[config.mk]
export PLATFORM = sky130hd
export DESIGN_NAME = rx_fifo_errstat
export DESIGN_NICKNAME = d
export VERILOG_FILES = /design/src/rtl/rxf_pkg.sv /design/src/rtl/rxf_store.sv /design/src/rtl/rxf_errmode.sv /design/src/rtl/rx_fifo_errstat.sv
export SDC_FILE = /design/constraint.sdc
export NUM_CORES = 1
export LEC_CHECK = 0
export BUFFER_PORTS_ARGS = -buffer_cell sky130_fd_sc_hd__buf_2
export CORE_ASPECT_RATIO = 0.5
export CORE_MARGIN = 3
export CORE_UTILIZATION = 41
export CTS_CLUSTER_SIZE = 10
export DETAILED_ROUTE_END_ITERATION = 8
export GPL_ROUTABILITY_DRIVEN = 0
export PLACE_DENSITY = 0.68
export SLEW_MARGIN = 15
export SYNTH_ARGS = -nofsm -noshare
export SYNTH_HDL_FRONTEND = slang
export SYNTH_HIERARCHICAL = 1
export SYNTH_SLANG_ARGS = --single-unit
[constraint.sdc]
create_clock -name clk -period 1.8 [get_ports clk]
set_clock_uncertainty 0.05 [all_clocks]
set_input_delay 0.18 -clock clk [delete_from_list [all_inputs] [get_ports clk]]
set_output_delay 0.18 -clock clk [all_outputs]
set_load 0.05 [all_outputs]
[src/rtl/rxf_pkg.sv]
package rxf_pkg;
  parameter int DATA_W = 8;

  typedef struct packed {
    logic              brk;
    logic              fe;
    logic              pe;
    logic [DATA_W-1:0] data;
  } ent_t;

  function automatic logic [2:0] ent_flags(ent_t e);
    return {e.brk, e.fe, e.pe};
  endfunction
endpackage

[src/rtl/rxf_store.sv]
module rxf_store
  import rxf_pkg::*;
#(
  parameter int DEPTH = 3
) (
  input  logic clk,
  input  logic rst_n,
  input  logic push_i,
  input  ent_t push_ent_i,
  input  logic pop_i,
  output ent_t top_o,
  output logic rdy_o,
  output logic full_o,
  output logic ovf_evt_o,
  output logic arrive_o,
  output ent_t arrive_ent_o
);
  localparam int PTR_W = (DEPTH > 1) ? $clog2(DEPTH) : 1;
  localparam int CNT_W = $clog2(DEPTH + 1);

  ent_t             mem [DEPTH];
  logic [PTR_W-1:0] head_q, tail_q;
  logic [CNT_W-1:0] cnt_q;
  logic             push_ok, pop_ok;

  function automatic logic [PTR_W-1:0] ptr_inc(logic [PTR_W-1:0] p);
    return (p == PTR_W'(DEPTH - 1)) ? '0 : p + 1'b1;
  endfunction

  assign rdy_o     = (cnt_q != '0);
  assign full_o    = (cnt_q == CNT_W'(DEPTH));
  assign pop_ok    = pop_i && rdy_o;
  assign push_ok   = push_i && (!full_o || pop_ok);
  assign ovf_evt_o = push_i && !push_ok;
  assign top_o     = mem[head_q];

  // A character becomes the head entry on this edge
  assign arrive_o = (push_ok && (cnt_q == '0))
                 || (push_ok && pop_ok && (cnt_q == CNT_W'(1)))
                 || (pop_ok && (cnt_q > CNT_W'(1)));
  assign arrive_ent_o = (cnt_q > CNT_W'(1)) ? mem[ptr_inc(head_q)] : push_ent_i;

  always_ff @(posedge clk) begin
    if (!rst_n) begin
      head_q <= '0;
      tail_q <= '0;
      cnt_q  <= '0;
    end else begin
      if (push_ok) tail_q <= ptr_inc(tail_q);
      if (pop_ok)  head_q <= ptr_inc(head_q);
      cnt_q <= cnt_q + CNT_W'(push_ok) - CNT_W'(pop_ok);
    end
  end

  for (genvar i = 0; i < DEPTH; i++) begin : g_slot
    always_ff @(posedge clk) begin
      if (!rst_n) mem[i] <= '0;
      else if (push_ok && (tail_q == PTR_W'(i))) mem[i] <= push_ent_i;
    end
  end

  a_r2_count_bound: assert property (@(posedge clk) disable iff (!rst_n)
    cnt_q <= CNT_W'(DEPTH));
  a_r3_pop_empty: assert property (@(posedge clk) disable iff (!rst_n)
    (!rdy_o && pop_i && !push_i) |=> !rdy_o);
  a_r5_full_swap: assert property (@(posedge clk) disable iff (!rst_n)
    (full_o && push_i && pop_i) |=> full_o);
endmodule

[src/rtl/rxf_errmode.sv]
module rxf_errmode (
  input  logic       clk,
  input  logic       rst_n,
  input  logic       clr_i,
  input  logic       arrive_i,
  input  logic [2:0] arrive_flags_i,
  input  logic       ovf_evt_i,
  output logic [2:0] acc_o,
  output logic       ovr_o
);
  logic [2:0] acc_q;
  logic       ovr_q;
  logic [2:0] acc_base;

  assign acc_base = clr_i ? 3'b000 : acc_q;

  always_ff @(posedge clk) begin
    if (!rst_n) begin
      acc_q <= '0;
      ovr_q <= 1'b0;
    end else begin
      acc_q <= acc_base | (arrive_i ? arrive_flags_i : 3'b000);
      ovr_q <= (clr_i ? 1'b0 : ovr_q) | ovf_evt_i;
    end
  end

  assign acc_o = acc_q;
  assign ovr_o = ovr_q;

  a_r7_acc_monotone: assert property (@(posedge clk) disable iff (!rst_n)
    !clr_i |=> ((acc_q & $past(acc_q)) == $past(acc_q)));
  a_r4_ovr_set: assert property (@(posedge clk) disable iff (!rst_n)
    ovf_evt_i |=> ovr_q);
  a_r8_clr_ovr: assert property (@(posedge clk) disable iff (!rst_n)
    (clr_i && !ovf_evt_i) |=> !ovr_q);
  a_r8_clr_acc: assert property (@(posedge clk) disable iff (!rst_n)
    (clr_i && !arrive_i) |=> (acc_q == 3'b000));
endmodule

[src/rtl/rx_fifo_errstat.sv]
module rx_fifo_errstat
  import rxf_pkg::*;
#(
  parameter int DEPTH = 3
) (
  input  logic              clk,
  input  logic              rst_n,
  input  logic              push_i,
  input  logic [DATA_W-1:0] push_data_i,
  input  logic              push_pe_i,
  input  logic              push_fe_i,
  input  logic              push_brk_i,
  input  logic              pop_i,
  input  logic              mode_acc_i,
  input  logic              err_clr_i,
  input  logic              irq_sel_full_i,
  output logic [DATA_W-1:0] rd_data_o,
  output logic              rdy_o,
  output logic              full_o,
  output logic              ovr_o,
  output logic              pe_o,
  output logic              fe_o,
  output logic              brk_o,
  output logic              irq_o
);
  ent_t       push_ent, top_ent, arrive_ent;
  logic       ovf_evt, arrive;
  logic [2:0] acc, sel_flags;

  assign push_ent = '{brk: push_brk_i, fe: push_fe_i, pe: push_pe_i, data: push_data_i};

  rxf_store #(.DEPTH(DEPTH)) u_store (
    .clk          (clk),
    .rst_n        (rst_n),
    .push_i       (push_i),
    .push_ent_i   (push_ent),
    .pop_i        (pop_i),
    .top_o        (top_ent),
    .rdy_o        (rdy_o),
    .full_o       (full_o),
    .ovf_evt_o    (ovf_evt),
    .arrive_o     (arrive),
    .arrive_ent_o (arrive_ent)
  );

  rxf_errmode u_err (
    .clk            (clk),
    .rst_n          (rst_n),
    .clr_i          (err_clr_i),
    .arrive_i       (arrive),
    .arrive_flags_i (ent_flags(arrive_ent)),
    .ovf_evt_i      (ovf_evt),
    .acc_o          (acc),
    .ovr_o          (ovr_o)
  );

  assign sel_flags = rdy_o ? (mode_acc_i ? acc : ent_flags(top_ent)) : 3'b000;
  assign pe_o      = sel_flags[0];
  assign fe_o      = sel_flags[1];
  assign brk_o     = sel_flags[2];
  assign rd_data_o = top_ent.data;
  assign irq_o     = irq_sel_full_i ? full_o : rdy_o;

  a_r2_full_implies_rdy: assert property (@(posedge clk) disable iff (!rst_n)
    full_o |-> rdy_o);
  a_r10_empty_quiet: assert property (@(posedge clk) disable iff (!rst_n)
    !rdy_o |-> !(pe_o || fe_o || brk_o));
  a_r5_no_ovr_on_swap: assert property (@(posedge clk) disable iff (!rst_n)
    (full_o && push_i && pop_i && !ovr_o) |=> !ovr_o);
endmodule

=== Word level (Yosys, flattened, before mapping) ===
Memories as Yosys holds them, arrays and structs flattened. A register that Yosys moved wholly into a read port is not among the register bits.
Cells that the tools add are included.

* Bits of input ports: 18
* Output and inout bits: 15
* RAM bits: 33
* Memories kept: 1
* Logic and storage cells: 63
* Register bits: 10

* $add $sub $neg: 4
* Mux-type cells: 24
* Reductions and logical operators: 18
* Equality and inequality tests: 5
* Bitwise logic cells: 5
* Magnitude comparators: 1

{| class="wikitable"
|+ Memory list
! name !! depth !! bits a word !! read ports !! clocked after memory_dff !! wr ports !! RTL line !! text
|-
| u_store.mem || 3 || 11 || 2 || 1 || 3 || rxf_store.sv:21 || <nowiki>ent_t mem [DEPTH];</nowiki>
|}

{| class="wikitable"
|+ Operators with widths
! operator !! number
|-
| two-way mux 11 bit || 4
|-
| two-way mux 1 bit || 12
|-
| two-way mux 3 bit || 4
|-
| logical AND 1 bit || 10
|-
| two-way mux 2 bit || 4
|-
| equality test 2 bit (second input constant) || 3
|-
| adder 2 x 1 -> 2 bit (second input constant) || 2
|-
| equality test 2 x 1 -> 1 bit (second input constant) || 2
|-
| zero test 2 bit || 2
|-
| OR 1 bit || 4
|-
| logical OR 1 bit || 3
|-
| OR 3 bit || 1
|-
| adder 2 x 1 -> 2 bit || 1
|-
| > comparator 2 x 1 -> 1 bit (second input constant) || 1
|-
| zero test 1 bit || 2
|-
| nonzero test 2 bit || 1
|-
| subtractor 2 x 1 -> 2 bit || 1
|}

=== Depth between registers and ports, before layout ===
Gate-level depths: netlist of run 1.

* Depth in word-level cells: 10
* Gate-level depth with buffers: 7
* Mapped depth without buffers: 5

=== Hierarchy ===
The synthesis of run 1 kept the hierarchy.

{| class="wikitable"
|+ By module, submodules not included
! module !! area each (µm²) !! cells an instance !! sequential area each (µm²) !! times used
|-
| rxf_store || 2238.4 || 217 || 1151.1 || 1
|-
| rxf_errmode || 146.4 || 15 || 80.1 || 1
|-
| rx_fifo_errstat || 60.1 || 7 || 0.0 || 1
|}

=== Worst setup path after synthesis of run 1 ===
OpenSTA, ideal clock, no wires.

* Kind: register to output
* Start: reg with a tool-made name
* End: out rd_data_o[0]
* Data arrival time: 1770 ps
* Setup slack: -200 ps
* Stages on the path, launching flop included: 4
* Buffers on the path: 1
* Data required time: 1570 ps
* Path through: dfxtp_1 -> buf_2 -> mux2i_1 -> o21ai_0

{| class="wikitable"
|+ RTL lines
! item !! RTL line !! text
|-
| to (decl) || rx_fifo_errstat.sv:17 || <nowiki>output logic [DATA_W-1:0] rd_data_o,</nowiki>
|}

=== Worst setup path in the final report of run 1 ===
* Start: reg u_store.cnt_q[1]
* End: out irq_o

* Longest elaborated chain between the ends: 2
* Elaborated cells on any way between the ends: 3
* Those cells by class: 1 x eq/ne; 1 x mux; 1 x reduce/logical

{| class="wikitable"
|+ Ends and longest elaborated chain
! item !! RTL line !! text
|-
| from (decl) || rxf_store.sv:23 || <nowiki>logic [CNT_W-1:0] cnt_q;</nowiki>
|-
| from (signal assigned) || rxf_store.sv:51 || <nowiki>cnt_q <= cnt_q + CNT_W'(push_ok) - CNT_W'(pop_ok);</nowiki>
|-
| equality test 2 bit or nonzero test 2 bit (tied branches) || rxf_store.sv:31, rxf_store.sv:30 ||
|-
| two-way mux 1 bit * || rx_fifo_errstat.sv:62 || <nowiki>assign irq_o = irq_sel_full_i ? full_o : rdy_o;</nowiki>
|-
| to (decl) || rx_fifo_errstat.sv:24 || <nowiki>output logic irq_o</nowiki>
|}

Every way passes the cells marked *; elsewhere a longest branch is shown, timed or not.

==> results of run 1 <==
==> power by group through the flow <==
stage	Combinational, mW	Sequential [mW]	Clock, mW
finish	0.769	1.31	0.748
global placement	0.756	1.32	0
detailed placement	0.765	1.32	0
global route	0.838	1.32	0.811
CTS	0.769	1.30	0.762
floorplan	0.634	1.28	0
==> layer usage <==
metal  vias to the layer above  GRT usage  part of all wire
met5                         -          0                 0
met4                         0     0.0426             0.011
met3                         4     0.0400             0.060
met2                        44      0.234              0.45
met1                       751      0.234              0.48
li1                        779          -                 -
==> per-stage QoR <==
step	setup WS [ps]	power, mW	hold WS [ps]	cells	utilization
6_report	64.1	2.82	149	310	0.507
5_1_grt	10.6	2.97	170	310	0.507
4_1_cts	0.288	2.83	146	310	0.506
3_5_place_dp	204	2.09	425	302	0.483
3_3_place_gp	243	2.07	410	302	0.483
2_1_floorplan	13.3	1.91	248	207	-
==> worst paths after layout <==
kind,start,to,slack [ps],cells past startpoint
max reg2reg,u_store/cnt_q[0]$_SDFF_PN0_,u_store/cnt_q[0]$_SDFF_PN0_,270,4
max,u_store/cnt_q[1]$_SDFF_PN0_,irq_o,60,3
min reg2reg,u_err/acc_o[1]$_SDFF_PN0_,u_err/acc_o[1]$_SDFF_PN0_,430,2
min,err_clr_i,u_err/acc_o[1]$_SDFF_PN0_,150,3
==> layout make-up <==
| cell class | instances | share of cell area |
|---|---|---|
| sequential | 45 | 0.483 |
| inverter | 2 | 0.00293 |
| clock inverter | 3 | 0.0161 |
| clock buffer | 5 | 0.0269 |
| timing repair buffer | 40 | 0.0880 |
| multi-input combinational | 145 | 0.348 |
| tap | 70 | 0.0342 |
==> sequential cells by signal, summed over array words and instances, names as in the netlist, named ones only <==
name / cells
u_store/cnt_q: 2
u_err/acc_o: 3
u_store/mem: 33
u_err/ovr_o: 1
u_store/tail_q: 2
u_store/head_q: 2
==> critical path, cell delays in order, from the launching register on <==
cell     delay, ps
dfxtp_2        380
or2_2          360
mux2_2         270
buf_2          210
==> timing repair <==
item | CTS | global route
setup endpoints to repair | 1 | 6
gates resized for setup | 1 | 7
hold endpoints to repair | 0 | 0
==> metrics.log, run 1 <==
INFO  metric path_class = reg -> out
INFO  metric globalRouteOverflowTotal = 0
INFO  metric max-vdd-ir-drop = approximately 540 uV
INFO  metric final_nets = approximately 260
INFO  metric detailedPlacementHpwl = approximately 3.2 mm
INFO  metric p_comb_frac = 0.272
INFO  metric filler_cell_count_in_the_final_layout = approximately 490
INFO  metric drc = 0
INFO  metric worst-endpoint-required = ~1600 ps
INFO  metric dpl_cell_area = 2440 um^2
INFO  metric area_growth = 16.1%
INFO  metric layout.cells.most_common = nor2_1
INFO  metric syn_inst = 207
INFO  metric synth.yosys.warnings = 6
INFO  metric clk_pin_slew = ~80 ps
INFO  metric grt_pass1_wl = between 7 and 8 mm
INFO  metric floorplan_die_area = 6350 um^2
INFO  metric cts.sinks = between 40 and 50
INFO  metric dr_total_vias = 1,578
INFO  metric detail-route-antenna-nets = 0
INFO  metric post_detailed_route_wirelength_per_cell = between 10 and 15 um
INFO  metric mostFrequentLayoutCells = nor2_1 (36), nand2_1 (35), edfxtp_1 (33), buf_2 (30), mux2i_1 (18)
INFO  metric finalWirelength = 4.64 mm
INFO  metric clock_tree.htree_level_count = 2
INFO  metric start_kind = register
INFO  metric min_delay_worst_type = in -> reg
INFO  metric fin_crit = approximately 1700 ps
INFO  metric cp-end-kind = output pin
INFO  metric timing.final.crit_share = 0.964
INFO  metric layout.area.seq = 1240 um^2
INFO  metric path_max_fanout = 8
INFO  metric grt_max_degree = 19
INFO  metric grt_pass1_vias = between 1,500 and 2,000
INFO  metric hold_violations = 0
INFO  metric net-switching-power = ~930 uW
INFO  metric io_pins = 33
INFO  metric synth_area = 2200 um^2
INFO  metric clockPowerShare = 0.265
INFO  metric syn_avg_cell_area = between 10 and 15 um^2
INFO  metric track_usage = 0.159
INFO  metric viasPerCell = ~5.1
INFO  metric reported_max_cap_violation_count = 0
INFO  metric die-width = about 110 um
INFO  metric outcome = finished, final reports clean
INFO  metric slew_violations = 0
INFO  metric max_clock_freq = about 0.58 GHz
INFO  metric cts_tree = done
INFO  metric rsz0062_at_grt = no
INFO  metric std_cell_rows = 18
INFO  metric worst-endpoint-arrival = ~1500 ps
INFO  metric finalSetupViolations = 0
INFO  metric cts_max_path_buffers = 2
INFO  metric buffer_ports.inserted = 32
INFO  metric diodes = 0
INFO  metric sequentialPowerShare = 0.463
INFO  metric drive_above_1_share = 0.279
INFO  metric slew-limit-headroom = 0.618
INFO  metric totalNegativeSetupSlack = 0 ps
INFO  metric max_slew.worst_pin.slew = between 500 and 600 ps
INFO  metric initial_utilization = 0.437
INFO  metric postCtsSetupRepairBufs = 0
INFO  metric power.internal = ~1.9 mW
INFO  metric power_switching_share = 0.330
INFO  metric antenna_found_initial = 0
INFO  metric power_per_cell_area = around 1100 nW/um^2
INFO  metric cts-hold-fix-buffers = 0
INFO  metric numCtsBuffers = 5
INFO  metric p_leak = 1.02 nW
INFO  metric clk-insertion-delay-late = 290 ps
INFO  metric clock-root-buffer = clkbuf_8
INFO  metric fin_area = 2560 um^2
INFO  metric synth_nets = roughly 230
INFO  metric dieHeight = slightly below 60 um
INFO  metric firstDrtPassIters = 4
INFO  metric placeableCoreArea = 5040 um^2
INFO  metric drt_first_iter_violations = 111
INFO  metric multi_input_comb_area = just under 900 um^2
Note: power is estimated with default switching activity, not from simulation.
==> run 2, diff against run 1 <==
--- a/config.mk
+++ b/config.mk
@@ -8,11 +8,11 @@
 export BUFFER_PORTS_ARGS = -buffer_cell sky130_fd_sc_hd__buf_2
 export CORE_ASPECT_RATIO = 0.5
 export CORE_MARGIN = 3
-export CORE_UTILIZATION = 41
+export CORE_UTILIZATION = 48
 export CTS_CLUSTER_SIZE = 10
 export DETAILED_ROUTE_END_ITERATION = 8
 export GPL_ROUTABILITY_DRIVEN = 0
-export PLACE_DENSITY = 0.68
+export PLACE_DENSITY = 0.76
 export SLEW_MARGIN = 15
 export SYNTH_ARGS = -nofsm -noshare
 export SYNTH_HDL_FRONTEND = slang
==> run 2 against run 1 <==
- clock-buffer cell count did not move
- die area fell by 13%
- largest cell class unchanged
- non-clock buffer count fell by 1
- sequential share of layout area rose by 0.70 points
- highest routed layer unchanged
- total power fell by 3.5%
- final cell count fell by 5.5%
==> metrics.log, run 2 (same netlist as run 1, synthesis figures left out) <==
INFO  metric outcome = finished, final reports clean
INFO  metric cts_tree = done
INFO  metric drc = 0 (unchanged)
INFO  metric count_of_cells_along_the_worst_register_to_register_path = 4 (unchanged)
INFO  metric fin_area = 2530 um^2 (-1.1%)
INFO  metric min_delay_worst_type = in -> reg
INFO  metric clock_tree.htree_level_count = 2 (unchanged)
INFO  metric regToRegStartpoint = u_store/cnt_q[0]$_SDFF_PN0_
INFO  metric start_kind = register
INFO  metric sequentialPowerShare = 0.481 (+0.018)
INFO  metric max_slew.worst_pin.slew = 554 ps (-18.3 ps)
INFO  metric worst_setup_path_endpoint = brk_o
INFO  metric detailedPlacementHpwl = 3.07 mm (-5.3%)
INFO  metric layout.cells.most_common = nor2_1
INFO  metric critical-path-max-stage-delay = 370 ps (about the same)
INFO  metric path_max_fanout = 4 (-4)
INFO  metric firstDrtPassIters = 4 (unchanged)
INFO  metric floorplan_die_area = 5490 um^2 (-13%)
INFO  metric rsz0062_at_grt = no
INFO  metric dr_total_vias = 1,565 (-0.82%)
INFO  metric grt_max_degree = 20 (+1)
INFO  metric placeableCoreArea = 4140 um^2 (-18%)
INFO  metric power_per_cell_area = 1080 nW/um^2 (-2.4%)
INFO  metric antenna_found_initial = 0 (unchanged)
INFO  metric final_nets = 257 (-0.39%)
INFO  metric net-switching-power = 954 uW (+2.5%)
INFO  metric p_leak = 1.01 nW (-0.87%)
INFO  metric clockPowerShare = 0.233 (-0.032)
INFO  metric whs = 127 ps (-21.8 ps)
INFO  metric std_cell_rows = 16 (-2)
INFO  metric viasPerCell = 5.34 (+4.9%)
INFO  metric cts-hold-fix-buffers = 0 (unchanged)
INFO  metric slew-limit-headroom = 0.630 (+0.0122)
INFO  metric reported_max_cap_violation_count = 0 (unchanged)
INFO  metric hold_violations = 0 (unchanged)
INFO  metric cp-end-kind = output pin
INFO  metric worst-endpoint-arrival = 1460 ps (-50 ps)
INFO  metric drive_above_1_share = 0.289 (+0.00954)
INFO  metric slew_violations = 0 (unchanged)
INFO  metric max-vdd-ir-drop = 701 uV (+29%)
INFO  metric r2r-end = u_store/cnt_q[0]$_SDFF_PN0_
INFO  metric clock-root-buffer = clkbuf_8
INFO  metric cts_max_path_buffers = 2 (unchanged)
INFO  metric power.internal = 1.77 mW (-6.4%)
INFO  metric area_growth = 14.8%
INFO  metric layout.cells.non_filler = 293 (-5.5%)
INFO  metric buffer_ports.inserted = 32 (unchanged)
INFO  metric io_pins = 33 (unchanged)
INFO  metric mostFrequentLayoutCells = nor2_1 (36), nand2_1 (35), edfxtp_1 (33), buf_2 (28), mux2i_1 (18)
INFO  metric drt_first_iter_violations = 96 (-14%)
INFO  metric reg2reg_slack = 270 ps (about the same)
INFO  metric grt_pass1_vias = 1,426 (-6.6%)
INFO  metric filler_cell_count_in_the_final_layout = 339 (-31%)
INFO  metric totalNegativeSetupSlack = 0 ps (unchanged)
INFO  metric registers.top_by_ff_count = u_store/mem
INFO  metric dpl_cell_area = 2410 um^2 (-1.1%)
INFO  metric numCtsBuffers = 5 (unchanged)
INFO  metric cp_cell_sequence = mux2i_1 > o21ai_2 > mux2i_1 > nor2b_1 > buf_4
INFO  metric path_class = reg -> out
INFO  metric diodes = 0 (unchanged)
INFO  metric number_of_flip_flops_under_the_largest_register_name = 33 (unchanged)
INFO  metric p_comb_frac = 0.286 (+0.014)
INFO  metric dieHeight = 53.9 um (-6.8%)
INFO  metric grt_pass1_wl = 6.89 mm (-11%)
INFO  metric cts.sinks = 45 (unchanged)
INFO  metric globalRouteOverflowTotal = 0 (unchanged)
INFO  metric max_clock_freq = 0.591 GHz (+2.6%)
INFO  metric power_switching_share = 0.350 (+0.0204)
INFO  metric cp_common_cell = mux2i_1
INFO  metric die-width = 102 um (-7.2%)
INFO  metric worst-endpoint-required = 1570 ps (about the same)
INFO  metric placed_cell_count = 285 (-5.6%)
INFO  metric timing.final.crit_share = 0.940 (-0.0242)
INFO  metric timing.critical_path.slowest_stage_cell = dfxtp_4
INFO  metric totalPowerFinal = 2.72 mW (-3.5%)
INFO  metric initial_utilization = 0.532 (+0.0950)
INFO  metric detail-route-antenna-nets = 0 (unchanged)
INFO  metric track_usage = 0.171 (+0.0119)
INFO  metric finalSetupViolations = 0 (unchanged)
INFO  metric post_detailed_route_wirelength_per_cell = 15.2 um (+1.4%)
INFO  metric finalWirelength = 4.45 mm (-4.1%)
INFO  metric clk-insertion-delay-late = 300 ps (about the same)
INFO  metric clk_pin_slew = 80 ps (about the same)
INFO  metric fin_crit = 1690 ps (-43.5 ps)
-- run 2: cell count changes in the layout (fill, tap and decap cells not counted) --
cell	change
o21ai_1	-1
clkinv_2	+1
clkinv_1	-1
inv_6	+1
or2_2	-1
buf_4	+1
o21ai_2	+1
or2_4	+1
clkbuf_4	-1
dfxtp_1	-1
buf_6	+1
bufinv_16	-1
buf_2	-2
dfxtp_4	+1
-- run 2: area by class of cell --
type,count,area [um^2],area share
clock buffer,5,68.8,0.0272
clock inverter,3,21.3,0.00840
inverter,2,7.51,0.00297
multi-input combinational,145,898,0.355
sequential,45,1240,0.490
tap,54,67.6,0.0267
timing repair buffer,39,226,0.0895
-- run 2: timing repair --
| action | in CTS | in global routing |
|---|---|---|
| cloned | 0 | 0 |
| endpoints found under the setup margin | 4 | 3 |
| setup buffers | 0 | 0 |
| resized for setup | 7 | 8 |
-- run 2: how the worst min path moves through the flow --
stage                                    startpoint                         to  slack (ps)  depth (start not counted)
after global routing                      err_clr_i  u_err/acc_o[1]$_SDFF_PN0_         130                          3
after floorplan                               rst_n     u_err/ovr_o$_SDFF_PN0_         250                          1
after detailed placement  u_err/acc_o[2]$_SDFF_PN0_  u_err/acc_o[2]$_SDFF_PN0_         420                          2
final                                     err_clr_i  u_err/acc_o[2]$_SDFF_PN0_         130                          3
after global placement    u_err/acc_o[0]$_SDFF_PN0_  u_err/acc_o[0]$_SDFF_PN0_         410                          2
after CTS                                 err_clr_i  u_err/acc_o[2]$_SDFF_PN0_         120                          3
-- run 2: stage by stage --
stage	util	setup slack, ps
3_3_place_gp	0.582	188
3_5_place_dp	0.582	118
6_report	0.611	108
2_1_floorplan	-	13.3
4_1_cts	0.607	14.5
5_1_grt	0.611	23.6
-- run 2: power groups by stage --
stage / logic [mW] / clock network, mW / registers [mW]
2_1_floorplan: 0.634 / 0 / 1.28
3_3_place_gp: 0.735 / 0 / 1.32
3_5_place_dp: 0.751 / 0 / 1.33
4_1_cts: 0.768 / 0.641 / 1.31
5_1_grt: 0.827 / 0.705 / 1.33
6_report: 0.778 / 0.635 / 1.31
-- run 2: worst max-delay path: cells and delay by family (launching register included) --
kind	cells	cell delay, ps
flip-flops	1	370
multiplexers	2	240
buffers and inverters	1	220
AO/OA/AOI/OAI	1	180
AND/OR/NAND/NOR	1	150
-- run 2: routing by layer --
metal / vias to the layer above / wire length [um] / GRT usage
met2: 51 / 2080 / 0.284
met5: - / 0 / 0
met3: 2 / 256 / 0.0388
li1: 775 / - / -
met4: 0 / 3 / 0.0370
met1: 737 / 2110 / 0.233
==> run 3, diff against run 2 <==
--- a/config.mk
+++ b/config.mk
@@ -9,6 +9,7 @@
 export CORE_ASPECT_RATIO = 0.5
 export CORE_MARGIN = 3
 export CORE_UTILIZATION = 48
+export CTS_CLUSTER_DIAMETER = 100
 export CTS_CLUSTER_SIZE = 10
 export DETAILED_ROUTE_END_ITERATION = 8
 export GPL_ROUTABILITY_DRIVEN = 0
==> constraint.sdc (replaced) <==
create_clock -name clk -period 1.6 [get_ports clk]
set_clock_uncertainty 0.05 [all_clocks]
set_input_delay 0.16 -clock clk [delete_from_list [all_inputs] [get_ports clk]]
set_output_delay 0.16 -clock clk [all_outputs]
set_load 0.05 [all_outputs]
==> run 3 against run 2 <==
- the flow now finishes with violations (setup timing)
- register-to-register slack worse by 170 ps
- sequential power is 11% higher
- clock-buffer cell count stayed put
- critical endpoint is now fe_o
==> metrics.log, run 3 (same netlist as run 1, synthesis figures left out) <==
INFO  metric floorplan_die_area = 5490 um^2 (unchanged)
INFO  metric dieHeight = 53.9 um (unchanged)
INFO  metric post_detailed_route_wirelength_per_cell = 14.7 um (-3.1%)
INFO  metric cp_cell_sequence = mux2i_1 > o21ai_1 > mux2i_1 > nor2b_2 > buf_6
INFO  metric worst-endpoint-required = 1390 ps (-180 ps)
INFO  metric slew-limit-headroom = 0.794 (+0.164)
INFO  metric power_per_cell_area = 1190 nW/um^2 (+11%)
INFO  metric finalWirelength = 4.50 mm (+1.2%)
INFO  metric fin_area = 2680 um^2 (+5.8%)
INFO  metric clock_tree.htree_level_count = 2 (unchanged)
INFO  metric cts_tree = done
INFO  metric cts-hold-fix-buffers = 0 (unchanged)
INFO  metric clock-root-buffer = clkbuf_8
INFO  metric drt_first_iter_violations = 59 (-39%)
INFO  metric max-vdd-ir-drop = 560 uV (-20%)
INFO  metric cp-end-kind = output pin
INFO  metric placed_cell_count = 295 (+3.5%)
INFO  metric track_usage = 0.186 (+0.0150)
INFO  metric number_of_flip_flops_under_the_largest_register_name = 33 (unchanged)
INFO  metric grt_pass1_vias = 1,592 (+12%)
INFO  metric die-width = 102 um (unchanged)
INFO  metric finalSetupViolations = 1 (+1)
INFO  metric slew_violations = 0 (unchanged)
INFO  metric layout.cells.non_filler = 306 (+4.4%)
INFO  metric min_delay_worst_type = in -> reg
INFO  metric placeableCoreArea = 4140 um^2 (unchanged)
INFO  metric std_cell_rows = 16 (unchanged)
INFO  metric p_leak = 1.08 nW (+7.1%)
INFO  metric worst-endpoint-arrival = 1390 ps (-70 ps)
INFO  metric buffer_ports.inserted = 32 (unchanged)
INFO  metric dr_total_vias = 1,595 (+1.9%)
INFO  metric timing.critical_path.slowest_stage_cell = dfxtp_4
INFO  metric rsz0062_at_grt = yes
INFO  metric max_clock_freq = around 0.62 GHz
INFO  metric drive_above_1_share = 0.333 (+0.0446)
INFO  metric dpl_cell_area = 2490 um^2 (+3.3%)
INFO  metric diodes = 0 (unchanged)
INFO  metric firstDrtPassIters = 4 (unchanged)
INFO  metric timing.final.crit_share = 1.00
INFO  metric registers.top_by_ff_count = u_store/mem
INFO  metric detail-route-antenna-nets = 0 (unchanged)
INFO  metric drc = 0 (unchanged)
INFO  metric outcome = finished with violations
INFO  metric max_slew.worst_pin.slew = 309 ps (-245 ps)
INFO  metric fin_crit = about 1600 ps
INFO  metric reported_max_cap_violation_count = 0 (unchanged)
INFO  metric totalPowerFinal = 3.19 mW (+17%)
INFO  metric violations = setup timing
INFO  metric final_nets = 270 (+5.1%)
INFO  metric globalRouteOverflowTotal = 0 (unchanged)
INFO  metric numCtsBuffers = 5 (unchanged)
INFO  metric path_max_fanout = 5 (+1)
INFO  metric antenna_found_initial = 0 (unchanged)
INFO  metric detailedPlacementHpwl = 3.31 mm (+7.7%)
INFO  metric area_growth = 21.5%
INFO  metric viasPerCell = 5.21 (-2.4%)
INFO  metric cts_max_path_buffers = 2 (unchanged)
INFO  metric worst_path_bufs_invs = 1 (unchanged)
INFO  metric io_pins = 33 (unchanged)
INFO  metric cp_common_cell = mux2i_1
INFO  metric clk-insertion-delay-late = 300 ps (about the same)
INFO  metric mostFrequentLayoutCells = nor2_1 (36), nand2_1 (34), edfxtp_1 (33), buf_4 (26), buf_2 (21)
INFO  metric grt_max_degree = 17 (-15%)
INFO  metric start_kind = register
INFO  metric critical-path-max-stage-delay = 370 ps (about the same)
INFO  metric initial_utilization = 0.532 (unchanged)
INFO  metric clk_pin_slew = 90 ps (about the same)
INFO  metric hold_violations = 0 (unchanged)
INFO  metric layout.cells.most_common = nor2_1
INFO  metric grt_pass1_wl = 7.55 mm (+9.5%)
INFO  metric cts.sinks = 45 (unchanged)
INFO  metric timing.critical_path.max_delay_family = flip-flops
INFO  metric whs = 107 ps (-20.4 ps)
INFO  metric post-route-worst-setup-slack = -0.467 ps (-108 ps)
INFO  metric path_class = reg -> out
[run 3: cell types whose count changed in the layout (fill, tap and decap cells not counted), moves of 2 or more]
cell	previous run	this run
buf_2	28	21
dfxtp_2	2	0
o21ai_1	9	11
buf_6	1	4
buf_4	10	26
dfxtp_4	2	4
[run 3: per-stage QoR]
step	setup TNS, ps	utilization	setup WS [ps]
finish	-0.467	0.646	-0.467
CTS	0	0.636	2.82
global route	-296	0.646	-101
floorplan	-40.7	-	-5.09
detailed placement	0	0.601	31.6
global placement	0	0.601	109
[run 3: worst reg2reg max path: stages (launching register included)]
cell and delay, ps:
dfxtp_4 370, mux2_2 260, a221oi_1 300, ha_1 270, and2_1 150
[run 3: repair_timing]
action | 4_1_cts | 5_1_grt
setup endpoints to repair | 12 | 24
endpoints found under the hold margin | 0 | 0
gates resized for setup | 18 | 17
pin swaps | 0 | 1
setup buffers | 1 | 2
[run 3: final cells by class]
class / instances / area [um^2]
timing repair buffer: 52 / 365
clock buffer: 5 / 68.8
fill: 335 / 1470
inverter: 2 / 7.51
multi-input combinational: 145 / 901
tap: 54 / 67.6
clock inverter: 3 / 21.3
sequential: 45 / 1250
[run 3: worst paths after layout]
check	from	endpoint	slack (ps)	cells past startpoint
hold reg to reg	u_err/acc_o[2]$_SDFF_PN0_	u_err/acc_o[2]$_SDFF_PN0_	430	2
setup / recovery	register	fe_o	-0.5	5
hold / removal	err_clr_i	u_err/acc_o[2]$_SDFF_PN0_	110	3
setup reg to reg	u_store/cnt_q[0]$_SDFF_PN0_	u_store/cnt_q[0]$_SDFF_PN0_	100	4
[run 3: report_power, final]
group / internal, mW / switching, mW / leakage [nW]
combinational: 0.418 / 0.601 / 0.588
sequential: 1.37 / 0.0848 / 0.449
clock: 0.310 / 0.403 / 0.0445
total: 2.10 / 1.09 / 1.08
[run 3: metal layers]
| metal | up-vias | wire length (um) | track usage |
|---|---|---|---|
| met3 | 2 | 288 | 0.0530 |
| met4 | 0 | 13 | 0.0349 |
| met2 | 41 | 2090 | 0.321 |
| met1 | 748 | 2110 | 0.239 |
| li1 | 804 | - | - |
| met5 | - | 0 | 0 |
